`src/rtl/tim_slave_ctl.sv`:
```
module tim_slave_ctl #(
  parameter int CNT_W = 16
) (
  input  logic             clk,
  input  logic             rst_n,
  input  logic [2:0]       smode,
  input  logic [2:0]       tsel,
  input  logic             ext2_en,
  input  logic             pol_ti1,
  input  logic             pol_ti2,
  input  logic             pol_etr,
  input  logic [3:0]       itr,
  input  logic             ti1,
  input  logic             ti2,
  input  logic             etr,
  input  logic             cen_wr,
  input  logic             cen_wdata,
  input  logic             tif_clr,
  output logic [CNT_W-1:0] cnt,
  output logic             cen,
  output logic             tif,
  output logic             cfg_err
);
  localparam logic [2:0] M_RESET = 3'b100;
  localparam logic [2:0] M_GATED = 3'b101;
  localparam logic [2:0] M_TRIG  = 3'b110;
  localparam logic [2:0] M_EXT1  = 3'b111;

  logic [6:0] sync1, sync2;
  logic       lvl, lvl_q, etr_lvl, etr_q;

  always_ff @(posedge clk or negedge rst_n)
    if (!rst_n) begin
      sync1 <= '0;
      sync2 <= '0;
    end else begin
      sync1 <= {etr, ti2, ti1, itr};
      sync2 <= sync1;
    end

  always_comb begin
    case (tsel)
      3'd0, 3'd1, 3'd2, 3'd3: lvl = sync2[{1'b0, tsel[1:0]}];
      3'd5:                   lvl = sync2[4] ^ pol_ti1;
      3'd6:                   lvl = sync2[5] ^ pol_ti2;
      3'd7:                   lvl = sync2[6] ^ pol_etr;
      default:                lvl = 1'b0;
    endcase
  end

  assign etr_lvl = sync2[6] ^ pol_etr;

  always_ff @(posedge clk or negedge rst_n)
    if (!rst_n) begin
      lvl_q <= 1'b0;
      etr_q <= 1'b0;
    end else begin
      lvl_q <= lvl;
      etr_q <= etr_lvl;
    end

  wire trg_edge = lvl & ~lvl_q;
  wire etr_edge = etr_lvl & ~etr_q;
  wire enc_mode = (smode != 3'b000) && !smode[2];
  wire bad      = ext2_en & (enc_mode | (smode == M_EXT1) | (tsel == 3'd7));
  wire trg_evt  = smode[2] & trg_edge & ~bad;
  wire tick     = ext2_en ? etr_edge : ((smode == M_EXT1) ? trg_edge : 1'b1);
  wire gate_ok  = (smode != M_GATED) | lvl;
  wire run      = cen & tick & gate_ok & ~bad & ~enc_mode;

  always_ff @(posedge clk or negedge rst_n)
    if (!rst_n)                          cnt <= '0;
    else if (trg_evt && smode == M_RESET) cnt <= '0;
    else if (run)                        cnt <= cnt + 1'b1;

  always_ff @(posedge clk or negedge rst_n)
    if (!rst_n)                          cen <= 1'b0;
    else if (bad)                        cen <= 1'b0;
    else if (trg_evt && smode == M_TRIG) cen <= 1'b1;
    else if (cen_wr)                     cen <= cen_wdata;

  always_ff @(posedge clk or negedge rst_n)
    if (!rst_n)        tif <= 1'b0;
    else if (trg_evt)  tif <= 1'b1;
    else if (tif_clr)  tif <= 1'b0;

  always_ff @(posedge clk or negedge rst_n)
    if (!rst_n)   cfg_err <= 1'b0;
    else if (bad) cfg_err <= 1'b1;
endmodule

```
`config.mk`:
```
export PLATFORM = sky130hd
export DESIGN_NAME = tim_slave_ctl
export DESIGN_NICKNAME = d
export VERILOG_FILES = /design/src/rtl/tim_slave_ctl.sv
export SDC_FILE = /design/constraint.sdc
export NUM_CORES = 1
export LEC_CHECK = 0
export CAP_MARGIN = 10
export CORE_ASPECT_RATIO = 1.1
export CORE_MARGIN = 3
export CORE_UTILIZATION = 65
export CTS_CLUSTER_DIAMETER = 150
export DETAILED_ROUTE_END_ITERATION = 6
export DONT_BUFFER_PORTS = 1
export GPL_TIMING_DRIVEN = 0
export PLACE_DENSITY = 0.81
export SYNTH_ARGS = -nofsm -noshare
export SYNTH_HDL_FRONTEND = slang
export SYNTH_SLANG_ARGS = --single-unit
```
`constraint.sdc`:
```
create_clock -name clk -period 4.6 [get_ports clk]
set_input_delay 0.46 -clock clk [delete_from_list [all_inputs] [get_ports clk]]
set_output_delay 0.46 -clock clk [all_outputs]
set_load 0.005 [all_outputs]
```
==> metrics.md <==
| Metric | Value |
|---|---|
| Status | `completed` |
| Synth Area in Compound Gates | `15.6%` |
| Static leakage | `0.727 nW` |
| # fillers | `163` |
| Fin Setup TNS | `0 ns` |
| RSZ-0062 raised after global routing | `no` |
| Clock Sinks | `35` |
| Most frequent cells in the layout | `dfrtp_1 (35), xnor2_1 (12), nand2_1 (10), nor2_1 (10), a21oi_1 (9)` |
| Setup CP Type | `reg2reg` |
| Crit start category | `register` |
| Sequential Area | `876 um^2` |
| Die X | `53.2 um` |
| Period utilisation layout | `46.2%` |
| Multi-input logic area | `664 um^2` |
| FP Rows | `18` |
| DRT iter0 DRCs | `37` |
| Worst Path Max Fanout | `10` |
| Initial core utilization | `69.3%` |
| Die area | `3080 um^2` |
| Delay of the slowest critical-path stage | `0.39 ns` |
| Via-per-instance ratio | `6.55` |
| Vias in the first global route | `1178` |
| Placer congestion estimate | `0.803` |
| Worst Max-Slew Pin Slew | `0.683 ns` |
| Synth area leaders | `dfrtp_1 (55%), xnor2_1 (6.6%), a2111oi_0 (3.3%), a21oi_1 (2.8%), o31ai_1 (2.8%)` |
| Initial antenna violation count | `0` |
| CP cell instances | `xnor2_1 > o22ai_1 > a211oi_1 > nor3b_1 > and3_1 > clkbuf_1 > buf_2 > nor2_1` |
| R2r startpoint | `sync2[5]` |
| Root buf cell | `clkbuf_4` |
| Post-synth net total | `169` |
| DR DRC count | `0` |
| Die Y-Extent | `57.9 um` |
| FF-to-FF setup slack | `2.47 ns` |
| First-pass DRT Iterations | `4` |
| Hold_ws | `0.131 ns` |
| VDD IR max | `0.000361 V` |
| Grt total ovfl | `0` |
| CP endpoint kind | `register` |
| DR WL/cell | `16.1 um` |
| Largest net degree at the start of global routing | `36` |
| First-pass GRT wire length | `4.86 mm` |
| Post-DP HPWL | `2.14 mm` |
| Mapped Cells | `146` |
| Crit-path leading delay family | `simple AND/OR/NAND/NOR gates` |
| Adder-Cell Fraction of Synth Area | `0.786%` |
| Post-synthesis mux area share | `1.89%` |
| Worst-Skew Late Latency | `0.34 ns` |
| EDFF count, synth | `0` |
| Worst Path Required | `4.83 ns` |
| Routed wire length | `2.99 mm` |
| Final Skew | `0.00824 ns` |
| Slew Limit Fails | `0` |
| Number of diodes | `0` |
| Mapped Area | `1590 um^2` |
| Synth area leader | `dfrtp_1` |
| Hold Path Origin | `ti2` |
| YS warnings | `0` |
| Synth Flop Type | `dfrtp_1` |
| MaxCap Viol Count | `0` |
| Main combinational cell family by area after synthesis | `simple AND/OR/NAND/NOR gates` |
| IO Port Bufs | `0` |
| Library cells used by synthesis | `33` |
| Num CTS Buffers | `5` |
| GRT Total Usage | `21.5%` |
| Sequential fraction of the synthesis area | `55.0%` |
| Worst reg2reg path depth | `8` |
| Post-synth ARST share | `100%` |
| Total power | `0.667 mW` |
| Power per cell area | `382 nW/um^2` |
| Hold EP | `sync1[5]` |
| H-tree Lvls | `2` |
| Hold Path Stages | `0` |
| Final setup vio count | `0` |
| Final ANT Viol Nets | `0` |
| DR vias | `1219` |
| Core area | `2300 um^2` |
| Share of cells above drive strength 1 | `9.62%` |
| CTS tree | `done` |
| Longest Clk Path Bufs | `2` |
| I/O Pins | `41` |
| Crit path buf inv count | `2` |
| Achievable Freq | `470 MHz` |
| Max_slew headroom | `54.5%` |
| Commonest non-fill, non-tap cell in the layout | `dfrtp_1` |
| Clock transition at path regs | `0.12 ns` |
| Final hold violations | `0` |
| Xor/xnor share of the synthesized area | `6.60%` |
| CP Data Arrival Time | `2.36 ns` |
| Tmin final | `2.13 ns` |
| Slowest-stage cell, CP | `dfrtp_1` |
| Yosys top cell area share | `55.0%` |
| Simple-gate share of the synthesized area | `16.8%` |
| Min-delay worst type | `in2reg` |
| Nets | `178` |
| RR Endpoint | `cnt[13]` |
| Synth-to-Final Area Change | `9.58%` |
| Register bit total from synthesis | `35` |
| Syn avg cell area | `10.9 um^2` |
==> state kept, by name, indices dropped and copies added (netlist names) <==
register	cells
cen	1
cfg_err	1
cnt	16
etr_q	1
lvl_q	1
sync1	7
sync2	7
tif	1
==> synthesized netlist by cell type (2+ instances only) <==
| cell | n |
|---|---|
| or4_1 | 6 |
| nand2_1 | 10 |
| dfrtp_1 | 35 |
| and4_1 | 3 |
| nor2_1 | 10 |
| inv_1 | 6 |
| nand3_1 | 6 |
| a211oi_1 | 3 |
| nand4_1 | 5 |
| a2111oi_0 | 6 |
| mux2i_1 | 3 |
| and3_1 | 2 |
| o31ai_1 | 6 |
| xnor2_1 | 12 |
| nand2b_1 | 2 |
| buf_2 | 3 |
| o21ai_0 | 4 |
| a21oi_1 | 9 |
==> per-layer routing <==
metal / track usage, % / vias to the layer above / share of wire, %
li1: - / 560 / -
met4: 8.76 / 0 / 1.7
met5: 0 / - / 0
met3: 9.25 / 8 / 11
met2: 31.7 / 56 / 47
met1: 27.8 / 595 / 41
==> worst max path at each step <==
stage	start	endpoint	slack, ns	depth (start not counted)
after floorplan	pol_etr	cnt[7]	2.60	7
after global placement	pol_etr	cnt[10]	2.46	8
after detailed placement	tsel[0]	cnt[13]	2.41	8
after CTS	sync2[6]	cnt[10]	2.47	7
after global routing	sync2[5]	cnt[3]	2.23	8
final	sync2[5]	cnt[13]	2.47	8
==> where the power goes <==
group | leakage (nW) | switching, mW | internal (mW)
Clock | 0.0458 | 0.110 | 0.117
Combinational | 0.239 | 0.0436 | 0.0326
Sequential | 0.442 | 0.0330 | 0.331
Total | 0.727 | 0.186 | 0.481
==> worst register-to-register path, delay by kind of cell (launching register included) <==
family | cells | cell delay (ns)
XOR/XNOR | 1 | 0.14
AO/OA/AOI/OAI | 2 | 0.30
flip-flops | 1 | 0.39
buffers and inverters | 2 | 0.55
AND/OR/NAND/NOR | 3 | 0.63
==> cell type report <==
cell class	instances	area share, %
plain buffers	5	1.72
clock inverters	3	2.72
flip-flops and latches	35	50.2
clock buffers	5	2.15
multi-input cells	100	38.1
well taps	30	2.15
inverters	6	1.29
repair buffers	2	1.72
==> metrics by stage <==
stage                     instances  setup slack (ns)  utilization, %  area (um^2)
after floorplan                 146              2.60               -         1590
after global routing            186              2.23            76.0         1750
after detailed placement        176              2.41            71.0         1630
after global placement          176              2.46            71.0         1630
final                           186              2.47            76.0         1750
after CTS                       186              2.47            76.0         1750
==> cell families (layout without fill, tap and decap cells) <==
family / after synthesis / after routing
adder cells (fa/ha/maj): 1 / 1
multiplexers: 3 / 3
XOR/XNOR: 12 / 12
AO/OA/AOI/OAI: 35 / 35
AND/OR/NAND/NOR: 49 / 49
buffers and inverters: 11 / 21
flip-flops: 35 / 35
==> repair_timing <==
item / in CTS / in global routing
setup buffers: 0 / 0
gates resized for setup: 0 / 0
hold buffers: 2 / 0
endpoints found under the hold margin: 35 / 0
No activity file was read; power rests on OpenSTA's default activity.
